[src/rtl/irqif_pkg.sv]
package irqif_pkg;
  localparam int ID_W = 10;
  localparam logic [ID_W-1:0] SPURIOUS_ID = 10'd1023;
  localparam logic [ID_W-1:0] MAX_REAL_ID = 10'd1019;

  typedef enum logic [1:0] {
    SEL_CTRL  = 2'd0,
    SEL_PMASK = 2'd1,
    SEL_CLAIM = 2'd2,
    SEL_DONE  = 2'd3
  } regSel_e;

  typedef struct packed {
    logic    wrCtrl;
    logic    wrPmask;
    logic    doAck;
    logic    doEoi;
    regSel_e rdSel;
  } ifStrobes_t;
endpackage

[src/rtl/irqif_ctrl.sv]
module irqif_ctrl
  import irqif_pkg::*;
(
  input  logic            wrEn,
  input  logic            rdEn,
  input  regSel_e         addr,
  input  logic [ID_W-1:0] eoiId,
  input  logic            elig,
  input  logic            topValid,
  input  logic [ID_W-1:0] topId,
  output ifStrobes_t      st
);
  always_comb begin
    st.wrCtrl  = wrEn && (addr == SEL_CTRL);
    st.wrPmask = wrEn && (addr == SEL_PMASK);
    st.doAck   = rdEn && (addr == SEL_CLAIM) && elig;
    st.doEoi   = wrEn && (addr == SEL_DONE) && topValid && (eoiId == topId);
    st.rdSel   = addr;
  end
endmodule

[src/rtl/irqif_dpath.sv]
module irqif_dpath
  import irqif_pkg::*;
#(
  parameter int DATA_W      = 32,
  parameter int PRIO_W      = 8,
  parameter int STACK_DEPTH = 4
) (
  input  logic              clk,
  input  logic              rstN,
  input  ifStrobes_t        st,
  input  logic [DATA_W-1:0] wrData,
  input  logic              candValid,
  input  logic [ID_W-1:0]   candId,
  input  logic [PRIO_W-1:0] candPrio,
  output logic [DATA_W-1:0] rdData,
  output logic              irqOut,
  output logic              elig,
  output logic              topValid,
  output logic [ID_W-1:0]   topId
);
  localparam int CNT_W = $clog2(STACK_DEPTH + 1);
  localparam int IDX_W = (STACK_DEPTH > 1) ? $clog2(STACK_DEPTH) : 1;

  logic              ctrlEn;
  logic [PRIO_W-1:0] pmask;
  logic [CNT_W-1:0]  depthCnt;
  logic [ID_W-1:0]   stackId   [STACK_DEPTH];
  logic [PRIO_W-1:0] stackPrio [STACK_DEPTH];
  logic              irqQ;
  logic [IDX_W-1:0]  topIdx;
  logic [IDX_W-1:0]  pushIdx;
  logic [PRIO_W-1:0] topPrio;
  logic              stackFull;

  assign topValid  = (depthCnt != '0);
  assign stackFull = (depthCnt == CNT_W'(STACK_DEPTH));
  assign topIdx    = IDX_W'(depthCnt - 1'b1);
  assign pushIdx   = IDX_W'(depthCnt);
  assign topId     = stackId[topIdx];
  assign topPrio   = stackPrio[topIdx];

  always_comb begin
    elig = ctrlEn && candValid && (candId <= MAX_REAL_ID) &&
           (candPrio < pmask) && !stackFull &&
           (!topValid || (candPrio < topPrio));
  end

  always_comb begin
    rdData = '0;
    unique case (st.rdSel)
      SEL_CTRL:  rdData[0] = ctrlEn;
      SEL_PMASK: rdData[PRIO_W-1:0] = pmask;
      SEL_CLAIM: rdData[ID_W-1:0] = elig ? candId : SPURIOUS_ID;
      default:   rdData = '0;
    endcase
  end

  always_ff @(posedge clk) begin
    if (!rstN) begin
      ctrlEn   <= 1'b0;
      pmask    <= '0;
      depthCnt <= '0;
      irqQ     <= 1'b0;
    end else begin
      if (st.wrCtrl)  ctrlEn <= wrData[0];
      if (st.wrPmask) pmask  <= wrData[PRIO_W-1:0];
      if (st.doAck)      depthCnt <= depthCnt + 1'b1;
      else if (st.doEoi) depthCnt <= depthCnt - 1'b1;
      irqQ <= elig && !st.doAck;
    end
  end

  for (genvar g = 0; g < STACK_DEPTH; g++) begin : g_slot
    always_ff @(posedge clk) begin
      if (!rstN) begin
        stackId[g]   <= '0;
        stackPrio[g] <= '0;
      end else if (st.doAck && (pushIdx == IDX_W'(g))) begin
        stackId[g]   <= candId;
        stackPrio[g] <= candPrio;
      end
    end
  end

  assign irqOut = irqQ;

  p_irq_drop_after_ack_r7: assert property (@(posedge clk) disable iff (!rstN)
    st.doAck |=> !irqOut);
  p_ack_pushes_r7: assert property (@(posedge clk) disable iff (!rstN)
    st.doAck |=> depthCnt == CNT_W'($past(depthCnt) + 1'b1));
  p_irq_needs_enable_r5: assert property (@(posedge clk) disable iff (!rstN)
    !ctrlEn |=> !irqOut);
  p_ack_real_id_r3: assert property (@(posedge clk) disable iff (!rstN)
    st.doAck |-> candId <= MAX_REAL_ID);
  p_ack_under_mask_r4: assert property (@(posedge clk) disable iff (!rstN)
    st.doAck |-> candPrio < pmask);
  p_depth_bound_r8: assert property (@(posedge clk) disable iff (!rstN)
    depthCnt <= CNT_W'(STACK_DEPTH));
  p_eoi_pops_r9: assert property (@(posedge clk) disable iff (!rstN)
    st.doEoi |=> depthCnt == CNT_W'($past(depthCnt) - 1'b1));
endmodule

[src/rtl/cpu_irq_iface.sv]
module cpu_irq_iface
  import irqif_pkg::*;
#(
  parameter int DATA_W      = 32,
  parameter int PRIO_W      = 8,
  parameter int STACK_DEPTH = 4
) (
  input  logic              clk,
  input  logic              rstN,
  input  logic              regWrEn,
  input  logic              regRdEn,
  input  logic [1:0]        regAddr,
  input  logic [DATA_W-1:0] regWrData,
  output logic [DATA_W-1:0] regRdData,
  input  logic              candValid,
  input  logic [9:0]        candId,
  input  logic [PRIO_W-1:0] candPrio,
  output logic              ackStrobe,
  output logic [9:0]        ackId,
  output logic              irqOut
);
  ifStrobes_t      strobes;
  logic            elig;
  logic            topValid;
  logic [ID_W-1:0] topId;

  irqif_ctrl u_ctrl (
    .wrEn     (regWrEn),
    .rdEn     (regRdEn),
    .addr     (regSel_e'(regAddr)),
    .eoiId    (regWrData[ID_W-1:0]),
    .elig     (elig),
    .topValid (topValid),
    .topId    (topId),
    .st       (strobes)
  );

  irqif_dpath #(
    .DATA_W      (DATA_W),
    .PRIO_W      (PRIO_W),
    .STACK_DEPTH (STACK_DEPTH)
  ) u_dpath (
    .clk       (clk),
    .rstN      (rstN),
    .st        (strobes),
    .wrData    (regWrData),
    .candValid (candValid),
    .candId    (candId),
    .candPrio  (candPrio),
    .rdData    (regRdData),
    .irqOut    (irqOut),
    .elig      (elig),
    .topValid  (topValid),
    .topId     (topId)
  );

  assign ackStrobe = strobes.doAck;
  assign ackId     = candId;
endmodule

[config.mk]
export PLATFORM = sky130hd
export DESIGN_NAME = cpu_irq_iface
export DESIGN_NICKNAME = d
export VERILOG_FILES = /design/src/rtl/irqif_pkg.sv /design/src/rtl/irqif_ctrl.sv /design/src/rtl/irqif_dpath.sv /design/src/rtl/cpu_irq_iface.sv
export SDC_FILE = /design/constraint.sdc
export NUM_CORES = 1
export LEC_CHECK = 0
export BUFFER_PORTS_ARGS = -buffer_cell sky130_fd_sc_hd__buf_2
export CORE_AREA = 8 8 137 126
export CTS_BUF_LIST = sky130_fd_sc_hd__clkbuf_8
export CTS_CLUSTER_DIAMETER = 50
export DETAILED_ROUTE_END_ITERATION = 7
export DIE_AREA = 0 0 145 134
export PLACE_DENSITY = 0.55
export SYNTH_ARGS = -nofsm -noshare
export SYNTH_HDL_FRONTEND = slang
export SYNTH_SLANG_ARGS = --single-unit
[constraint.sdc]
create_clock -name clk -period 11 [get_ports clk]
set_clock_uncertainty 0.1 [all_clocks]
set_input_delay 0.55 -clock clk [delete_from_list [all_inputs] [get_ports clk]]
set_output_delay 0.55 -clock clk [all_outputs]
set_load 0.05 [all_outputs]
==> results.md, run 1 <==
- Num ports: slightly above 100
- Synthesized area per cell: ~12 um^2
- Largest net degree at the start of global routing: 22
- Fin. max-slew vios: 0
- Synthesis-to-finish area growth: 10.85%
- Worst Path Max Fanout: 21
- ANT nets after route: 0
- DRT Pass-1 Iters: 4
- Switching Fraction: 28.33%
- Worst setup EP type: output pin
- Met1 usage: 16.51%
- Status: finished, final reports clean
- Final core occ: between 30% and 40%
- Cts repair resizes: 0
- Clock Sinks: 85
- Max Buffers Root-to-Sink: 2
- Cell taking the most area after synthesis: edfxtp_1
- Critical Path RT: 10.35 ns
- Hold Vio Cnt, Final: 0
- DRC errors left: 0
- GR Util All Layers: between 10% and 20%
- Initial antenna violation count: 0
- Yosys reg bits: between 80 and 90
- Area share of the leading cell type in the synthesized netlist: between 40% and 50%
- Max Cap Viol: 0
- CTS Buf Count: 9
- Sw power: 192.1 uW
- Max Fclk: about 190 MHz
- Startpoint types: flip-flop
- Clock transition at the registers of the reported paths: 0.09 ns
- DP HPWL: just under 9 mm
- Ys flop type: edfxtp_1
- Clock network fraction of design power: about a third
- Worst path slowest cell: a2111o_1
- Data arrival, critical path: around 4.7 ns
- Cell row count: 43
- Crit path kind: flip-flop to output pin
- Count of final setup violators: 0
- Die Span Y: around 130 um
- Root buffer cell: clkbuf_8
- TNS Setup: 0 ns
- Power Internal: around 490 uW
- Die area: 19430 um^2
- Period utilization: between 40% and 50%
- Unrepaired setup endpoints after global routing: false
- CTS tree: built
- Drt total wl: ~13 mm
- Gate power share: between 10% and 20%
- Sequential Power Share: 53.2%
- Vias: 3220
- Vias in the first global route: 3357
- Ratio of cells with drive above 1 in the final layout: between 20% and 30%
- Tightest Pin Transition: about 1.1 ns
- Post-synth EDFFs: 72
- Max H-tree Level: 3
- PD cells: about 120 nW/um^2
- Met3 GRT Util: around 3.8%
- Yosys cell types: 46
- Crit path time final: 5.375 ns
- Critical path buffer and inverter count: 5
- Routability Congestion: 0.8261
- CP Cell Sequence: buf_4 > inv_2 > ha_1 > buf_4 > mux4_2 > inv_1 > ha_1 > and4b_1 > a2111o_1 > or2_2 > o21a_1 > buf_2
- Gr busiest metal: met2
- Core area: roughly 15000 um^2
- Share of the yosys chip area belonging to registers: around half
- Mapped Cells: 406
- Initial drt markers: 219
- Worst vdd ir: ~0.077 mV
- Cell Area, Synth: 4946 um^2
- CP peak stage delay: 0.78 ns
- Cell family with most CP delay: buffers and inverters
- LEAKAGE: 2.071 nW
- I/O Buffers: 56
- M2 GR Usage: between 20% and 30%
- # nets final: between 500 and 600
- Slew margin rel.: a little under a quarter
- Synth async-reset ratio: 0%
- Synth warn: 0
- Worst-Skew Late Latency: between 0.3 and 0.4 ns
- First-pass GRT wire length: around 20 mm
- Hold buffers post-CTS: 0
- Initial Util: between 30% and 40%
- Grt ovf: 0
- Routed length per instance: 19.54 um
- Via density: roughly 5
- Die width: approximately 150 um
- Total setup buffers inserted after CTS: 0
- Hold Crit Class: primary input to flip-flop
- Area contributors post-synth: edfxtp_1, and2_1, ha_1
[cell families (layout without fill, tap and decap cells)]
group | after synthesis | in the layout | synth area share, %
and+or+nand+nor | 132 | 132 | 16.54
DFF | 85 | 85 | 48.98
buffers and inverters | 76 | 106 | 9.006
AOI/OAI and AO/OA | 54 | 54 | 8.500
adders and majority gates | 24 | 24 | 6.071
muxes | 22 | 22 | 8.702
xor gates and xnor gates | 12 | 12 | 2.125
other | 1 | 23 | 0.07582
[final timing paths]
path | startpoint | endpoint | slack (ns) | cells past startpoint
min | regWrData[1] | u_dpath.pmask[1] | 0.35 | 3
max reg2reg | u_dpath.depthCnt[0] | u_dpath.stackPrio[0][6] | 5.97 | 11
max | u_dpath.depthCnt[0] | regRdData[9] | 5.63 | 12
min reg2reg | u_dpath.pmask[4] | u_dpath.pmask[4] | 0.38 | 2
[metrics by stage]
| step | instances | hold WS [ns] | power [mW] | area [um^2] | worst slack, ns |
|---|---|---|---|---|---|
| finish | 660 | 0.3518 | 0.6782 | 5483 | 5.625 |
| global route | 659 | 0.3262 | 0.7038 | 5480 | 5.379 |
| CTS | 659 | 0.3367 | 0.6846 | 5480 | 5.564 |
| detailed placement | 643 | 0.3686 | 0.4581 | 5281 | 5.899 |
| global placement | 643 | 0.3598 | 0.4564 | 5281 | 5.921 |
| floorplan | 427 | 0.3494 | 0.4372 | 5025 | 5.966 |
[synthesized netlist by cell type (2+ instances only)]
cell and number:
buf_6 5, a211oi_1 2, ha_1 24, nor2_1 2
o21a_1 2, mux4_1 6, nand4_1 5, nor4_4 4
a31oi_4 2, nand2_1 22, xor2_1 4, o21ai_0 4
mux4_2 9, mux2i_1 7, a21oi_1 14, buf_4 32
buf_2 2, a21boi_0 7, or4_1 3, o2111ai_1 3
and2_1 72, edfxtp_1 72, o211ai_1 3, clkbuf_1 10
dfxtp_1 13, inv_1 26, nand3_1 17, or2_2 2
xnor2_1 8, o31ai_1 8
[worst reg2reg max path: cells and delay by family, from the launching register on]
family	cells	cell delay [ns]
fa+ha+maj	2	0.81
compound gates	1	0.78
simple gates	3	1.54
flops	1	0.32
mux	1	0.36
buf+inv	4	1.00
[metal layers]
layer,up-vias,share of wire (%)
li1,1507,-
met1,1593,44
met2,102,49
met3,18,5.1
met4,0,1.8
met5,-,0
[power groups by stage]
stage               Sequential [mW]  Clock, mW  Combinational, mW
floorplan                     0.367          0             0.0699
global placement              0.367          0             0.0890
detailed placement            0.368          0             0.0899
CTS                           0.361      0.234             0.0903
global route                  0.361      0.246             0.0964
finish                        0.361      0.228             0.0897
[registers in the layout (all words and copies together) (netlist names)]
| name | flops |
|---|---|
| u_dpath.pmask | 8 |
| u_dpath.irqOut | 1 |
| u_dpath.stackPrio | 32 |
| u_dpath.stackId | 40 |
| u_dpath.depthCnt | 3 |
| u_dpath.ctrlEn | 1 |
[area by class of cell]
type | count | area, um^2
Fill cell | 1485 | 9528
Sequential cell | 85 | 2422
Inverter | 27 | 101.3
Multi-Input combinational cell | 266 | 2172
Antenna cell | 1 | 2.502
Clock inverter | 7 | 75.07
Timing Repair Buffer | 63 | 332.8
Tap cell | 202 | 252.7
Clock buffer | 9 | 123.9
[cell usage in the layout (no fill, tap or decap), drive strengths merged, types with 2 or more instances in the layout]
master   instances
o21a             2
a31oi            2
o31ai            8
o2111ai          3
clkbuf           9
buf             63
o211ai           3
and2            72
ha              24
xor2             4
nand4            5
a21boi           7
or4              4
nor2             2
o21ai            4
mux2i            7
nand3           17
clkinv           2
mux4            15
a211oi           2
or2              2
edfxtp          72
a21oi           14
inv             30
conb            22
nand2           22
dfxtp           13
xnor2            8
nor4             4
Power figures use the tool's default switching activity.
==> run 2, diff against run 1 <==
Settings changed: ABC_AREA from default to 1, CORE_AREA 8 8 137 126 to 8 8 135 125, DIE_AREA 0 0 145 134 to 0 0 143 133.
Clock period 11 ns to 5 ns, I/O delays scaled along.
==> run 2 against run 1 <==
Highest routed layer unchanged. Largest power group unchanged. Sequential share of layout area grew 1.9 points. First-iteration DRC count grew 68%. Power grew 110%. Final area shrank 4.1%.
==> results.md, run 2 <==
- Status: finished, final reports clean
- TNS Setup: 0 ns
- Cts repair resizes: 0
- Hold Crit Class: primary input to flip-flop
- Switching Fraction: approximately 29%
- Clock Sinks: 85
- Cell row count: 42
- Clock network fraction of design power: 29.8%
- M2 GR Usage: between 20 and 25%
- Crit path kind: flip-flop to flip-flop
- Mapped Cells: between 500 and 600
- ANT nets after route: 0
- Vias in the first global route: roughly 3700
- Worst vdd ir: 0.1718 mV
- Max Cap Viol: 0
- DRC errors left: 0
- Drt total wl: 13.11 mm
- Most common cell after layout, fill and taps aside: nand2_1
- Sw power: a little over 400 uW
- PD cells: 270.3 nW/um^2
- Ratio of cells with drive above 1 in the final layout: between 10% and 20%
- Slew margin rel.: roughly 38%
- Sequential Power Share: between 50% and 60%
- Max reg flops: 40
- DP HPWL: 8.796 mm
- Share of the yosys chip area belonging to registers: between 50% and 60%
- Startpoint types: flip-flop
- Core area: ~14000 um^2
- Via density: roughly 4.7
- Count of final setup violators: 0
- Post-synth EDFFs: 72
- Period utilization: between 80% and 90%
- Power Total: between 1 and 1.5 mW
- LEAKAGE: about 2.3 nW
- Pre-CTS setup slack: about 0.91 ns
- Routability Congestion: 0.8182
- # nets final: around 660
- Initial Util: between 30% and 40%
- First-pass GRT wire length: about 20 mm
- Critical Path RT: 4.96 ns
- Gate power share: around 14%
- Worst setup EP type: flip-flop
- Die width: between 100 and 150 um
- Yosys reg bits: 85
- Area share of the leading cell type in the synthesized netlist: between 40% and 50%
- Largest net degree at the start of global routing: 40
- Initial antenna violation count: 0
- Vias: 3683
- Yosys cell types: 31
- Cell Area, Synth: 4828 um^2
- Synthesized area per cell: between 8 and 9 um^2
- Ys flop type: edfxtp_1
- Met3 GRT Util: 4.063%
- Hold Vio Cnt, Final: 0
- GR Util All Layers: between 10 and 15%
- Cell family with most CP delay: simple AND/OR/NAND/NOR gates
- Total setup buffers inserted after CTS: 0
- CTS Buf Count: 9
- Fin. max-slew vios: 0
- Area contributors post-synth: edfxtp_1, nand2_1, nor2_1
- Largest registers: u_dpath.stackId x40, u_dpath.stackPrio x32, u_dpath.pmask x8
- Power Internal: between 1 and 1.5 mW
- Synth warn: 0
- Gr busiest metal: met2
- Grt ovf: 0
- Critical path buffer and inverter count: 4
- Antenna fix cells: 0
- Max H-tree Level: 3
- Cell taking the most area after synthesis: edfxtp_1
- Tightest Pin Transition: about 0.9 ns
- Most frequent CP cell: nand2_1
- Synth top cells by count: nand2_1, nor2_1, edfxtp_1
- DRT Pass-1 Iters: 5
- Worst-Skew Late Latency: approximately 0.37 ns
- Worst path slowest cell: inv_2
- Reg with most FFs: u_dpath.stackId
- Root buffer cell: clkbuf_8
- # fillers: approximately 1500
- Die area: between 15000 and 20000 um^2
- Met1 usage: between 10% and 20%
- Most frequent cell after synthesis: nand2_1
- I/O Buffers: between 50 and 60
- Num ports: between 100 and 150
- Unrepaired setup endpoints after global routing: false
- CP peak stage delay: about 0.43 ns
- Data arrival, critical path: slightly above 4 ns
- Setup slack after layout: 0.9321 ns
- Routed length per instance: around 17 um
- Clock transition at the registers of the reported paths: 0.08 ns
- Die Span Y: ~130 um
- Crit path time final: 4.068 ns
- CTS tree: built
- Hold buffers post-CTS: 0
- Worst Path Max Fanout: 25
- Synthesis-to-finish area growth: 8.940%
- Max Fclk: roughly 250 MHz
- CP Cell Sequence: inv_1 > ha_1 > inv_2 > a21oi_1 > a32o_1 > ha_1 > a21oi_1 > nor2_1 > a211oi_1 > nand2_1 > nand2_2 > nand3_4 > clkinv_4 > nand2_1 > nand2_1 > buf_4
- Most frequent cells in the layout: nand2_1, nor2_1, edfxtp_1, buf_2, inv_1
- Initial drt markers: about 370
- Max Buffers Root-to-Sink: 2
- Synth async-reset ratio: 0%
[run 2: cell count changes after synthesis, moves of 7 or more]
| cell | previous run | this run |
|---|---|---|
| a21oi_1 | 14 | 29 |
| inv_1 | 26 | 45 |
| nor2_1 | 2 | 87 |
| a32o_1 | 0 | 7 |
| and2_1 | 72 | 0 |
| nand3_1 | 17 | 36 |
| mux4_2 | 9 | 0 |
| nand2_1 | 22 | 125 |
| mux2i_1 | 7 | 0 |
| a21boi_0 | 7 | 0 |
| o21ai_0 | 4 | 13 |
| o31ai_1 | 8 | 0 |
[run 2: cells by family (layout without fill, tap and decap cells)]
family / Yosys count / count (layout) / share of synthesized area, %
buffers and inverters: 102 / 127 / 11.82
adder cells (fa/ha/maj): 24 / 24 / 6.219
AND/OR/NAND/NOR: 265 / 265 / 23.58
XOR/XNOR: 7 / 7 / 1.270
flip-flops: 85 / 85 / 50.17
AO/OA/AOI/OAI: 56 / 56 / 6.867
other: 1 / 22 / 0.07767
[run 2: worst min-delay path, stage by stage]
cell and delay [ns]:
buf_2 0.12, nand3_1 0.08, a21oi_1 0.07
[run 2: through the flow]
stage,hold WS (ns),utilization (%),std cells,instance area [um^2]
5_1_grt,0.09338,36.40,784,5260
3_3_place_gp,0.3785,35.31,768,5102
4_1_cts,0.08142,36.40,784,5260
2_1_floorplan,0.2990,-,561,4907
6_report,0.1008,36.40,784,5260
3_5_place_dp,0.3806,35.31,768,5102
[run 2: final cells by class]
type                       count  area, um^2  share of cell area (%)
tap                          198       247.7                   4.710
clock buffer                   9       123.9                   2.355
inverter                      48       185.2                   3.520
timing repair buffer          63       332.8                   6.327
clock inverter                 7       33.78                  0.6422
multi-input combinational    374        1914                   36.39
sequential                    85        2422                   46.05
[run 2: layer usage]
metal,up-vias,routed length (um)
met1,1748,6218
met5,-,0
met4,0,64
li1,1811,-
met2,118,6059
met3,6,768
[run 2: worst paths after layout]
path                        from                 endpoint  slack [ns]  depth (start not counted)
min                      regWrEn           u_dpath.ctrlEn        0.10                          3
max          u_dpath.depthCnt[1]  u_dpath.stackPrio[0][6]        0.93                         16
max reg2reg  u_dpath.depthCnt[1]  u_dpath.stackPrio[0][6]        0.93                         16
min reg2reg     u_dpath.pmask[6]         u_dpath.pmask[6]        0.40                          2
[run 2: power by group through the flow]
stage | logic (mW) | registers [mW] | clock network (mW)
after floorplan | 0.161 | 0.810 | 0
after global placement | 0.201 | 0.811 | 0
after detailed placement | 0.204 | 0.812 | 0
after CTS | 0.205 | 0.795 | 0.434
after global routing | 0.222 | 0.798 | 0.460
final | 0.203 | 0.795 | 0.423
==> run 3, diff against run 2 <==
Settings changed: PLACE_DENSITY 0.55 to 0.57.
Clock period 5 ns to 3.3 ns, I/O delays scaled along.
==> run 3 against run 2 <==
Clock power increased by 93%. Clock-buffer cell count unchanged. Sequential power up 52%. Largest cell class unchanged. Via count grew 2.9%. Highest routed layer unchanged. Global-route usage rose by 0.22 points.
==> results.md, run 3 (synthesis results as in run 2) <==
- Routed length per instance: ~17 um
- # fillers: 1461
- Die area: ~19000 um^2
- Most frequent CP cell: nand2_1
- DP HPWL: around 9 mm
- Hold Crit Class: primary input to flip-flop
- Worst Path Max Fanout: 7
- Crit path time final: between 3 and 4 ns
- Tightest Pin Transition: 0.7791 ns
- Via density: ~4.8
- CP Cell Sequence: inv_4 > ha_4 > clkinv_8 > buf_4 > a32o_2 > ha_4 > nand2_1 > inv_1 > nand2_1 > nand2_1 > nand2_1 > nand2_2 > nand2_4 > buf_6 > nand3_1 > nand2_1 > a21oi_4 > buf_6
- ANT nets after route: 0
- Hold wc startpoint: regWrEn
- DRC errors left: 0
- Count of final setup violators: 0
- Core area: between 10000 and 15000 um^2
- Crit path kind: flip-flop to output pin
- GR Util All Layers: between 10 and 15%
- Synthesis-to-finish area growth: 21.90%
- Worst setup EP type: output pin
- Period utilization: roughly 97%
- Die Span Y: around 130 um
- Root buffer cell: clkbuf_8
- Critical path buffer and inverter count: 6
- CTS Buf Count: 9
- Reg with most FFs: u_dpath.stackId
- Slew margin rel.: roughly half
- Data arrival, critical path: approximately 2.9 ns
- Die width: 143 um
- CP peak stage delay: about 0.37 ns
- Cell family with most CP delay: buffers and inverters
- Initial antenna violation count: 0
- Worst-Skew Late Latency: 0.36 ns
- Max Cap Viol: 0
- Num ports: approximately 100
- R2R depth: 15
- Routability Congestion: 0.7994
- WHS Endpoint: u_dpath.ctrlEn
- Reg-to-reg slack, setup: about 0.23 ns
- Final hold slack: ~0.024 ns
- Worst hold path depth: 4
- Drt total wl: ~14 mm
- Max H-tree Level: 3
- I/O Buffers: 56
- TNS Setup: 0 ns
- # nets final: approximately 670
- First-pass GRT wire length: 20.32 mm
- RR Startpoint: u_dpath.depthCnt[1]
- Initial drt markers: approximately 270
- Most common cell after layout, fill and taps aside: nand2_1
- Startpoint types: flip-flop
- Max Buffers Root-to-Sink: 2
- Cell row count: between 40 and 50
- Worst path slowest cell: dfxtp_2
- Fin. max-slew vios: 0
- Clock transition at the registers of the reported paths: 0.09 ns
- Clock Sinks: between 80 and 90
- Initial Util: roughly a third
- Most frequent cells in the layout: nand2_1, nor2_1, edfxtp_1, buf_2, inv_1
- Max Fclk: 313.1 MHz
- Status: finished, final reports clean
- Grt ovf: 0
- Antenna fix cells: 0
- Critical Path RT: 3.03 ns
- LEAKAGE: around 2.5 nW
- Max reg flops: 40
- DRT Pass-1 Iters: 5
- Capturing point of the worst reg2reg path: u_dpath.stackId[3][4]
- PD cells: around 400 nW/um^2
- Ratio of cells with drive above 1 in the final layout: 24.41%
- Worst vdd ir: slightly above 0.2 mV
- CTS tree: built
- Vias: between 3000 and 4000
- Largest registers: u_dpath.stackId x40, u_dpath.stackPrio x32, u_dpath.pmask x8
- Hold Vio Cnt, Final: 0
- Vias in the first global route: 3730
- Largest net degree at the start of global routing: 23
## run 3: changes by cell type in the layout (fill, tap and decap cells not counted), sizes merged
cell / change
clkinvlp: +1
clkbuf: +1
bufinv: +2
buf: +10
clkinv: -2
## run 3: metal layers
metal / part of all wire (%) / track usage [%]
met1: 46 / 19.05
met2: 46 / 22.49
met3: 6.8 / 2.985
met4: 1.0 / 3.540
met5: 0 / 0
## run 3: how the worst max path moves through the flow
| stage | from | to | slack, ns | depth (start not counted) |
|---|---|---|---|---|
| after global routing | u_dpath.depthCnt[1] | regRdData[2] | -0.02 | 18 |
| after detailed placement | u_dpath.depthCnt[1] | u_dpath.stackPrio[3][2] | 0.09 | 15 |
| after global placement | u_dpath.depthCnt[1] | u_dpath.stackId[3][4] | 0.17 | 15 |
| after floorplan | u_dpath.depthCnt[0] | u_dpath.stackId[3][0] | -0.13 | 20 |
| after CTS | u_dpath.depthCnt[1] | regRdData[0] | 0.01 | 16 |
| final | u_dpath.depthCnt[1] | regRdData[4] | 0.11 | 18 |
## run 3: cell type report
type                    instances  area [um^2]  area share (%)
repair buffers                 74        519.2           8.822
inverters                      48        210.2           3.571
repair inverters                1        8.758          0.1488
flip-flops and latches         85         2427           41.24
clock inverters                 7        91.34           1.552
multi-input cells             374         2257           38.35
clock buffers                   9        123.9           2.105
well taps                     198        247.7           4.209
## run 3: where the power goes
group	switching [mW]	leakage [nW]	internal [mW]
clock network	0.396	0.103	0.422
registers	0.0121	0.850	1.19
logic	0.256	1.52	0.0931
total	0.664	2.48	1.71
## run 3: per-stage QoR
stage          cell area, um^2  setup WS, ns  utilization, %  instances  power [mW]
3_3_place_gp              5364        0.1689           37.12        770       1.550
2_1_floorplan             5184       -0.1258               -        561       1.491
3_5_place_dp              5364       0.08529           37.12        770       1.556
6_report                  5886        0.1061           40.73        796       2.373
4_1_cts                   5623       0.01234           38.91        786       2.369
5_1_grt                   5886      -0.01740           40.73        796       2.448
## run 3: repair_timing
action                     4_1_cts  5_1_grt
buffers inserted                 0        8
pin swaps                        3       17
resized for setup               17       42
cloned                           0        2
hold buffers                     0        0
setup endpoints to repair       11       12
## run 3: worst min-delay path: stages
cell and delay (ns):
buf_2 0.11, nand2_1 0.05, nand2_1 0.05, a21oi_1 0.05
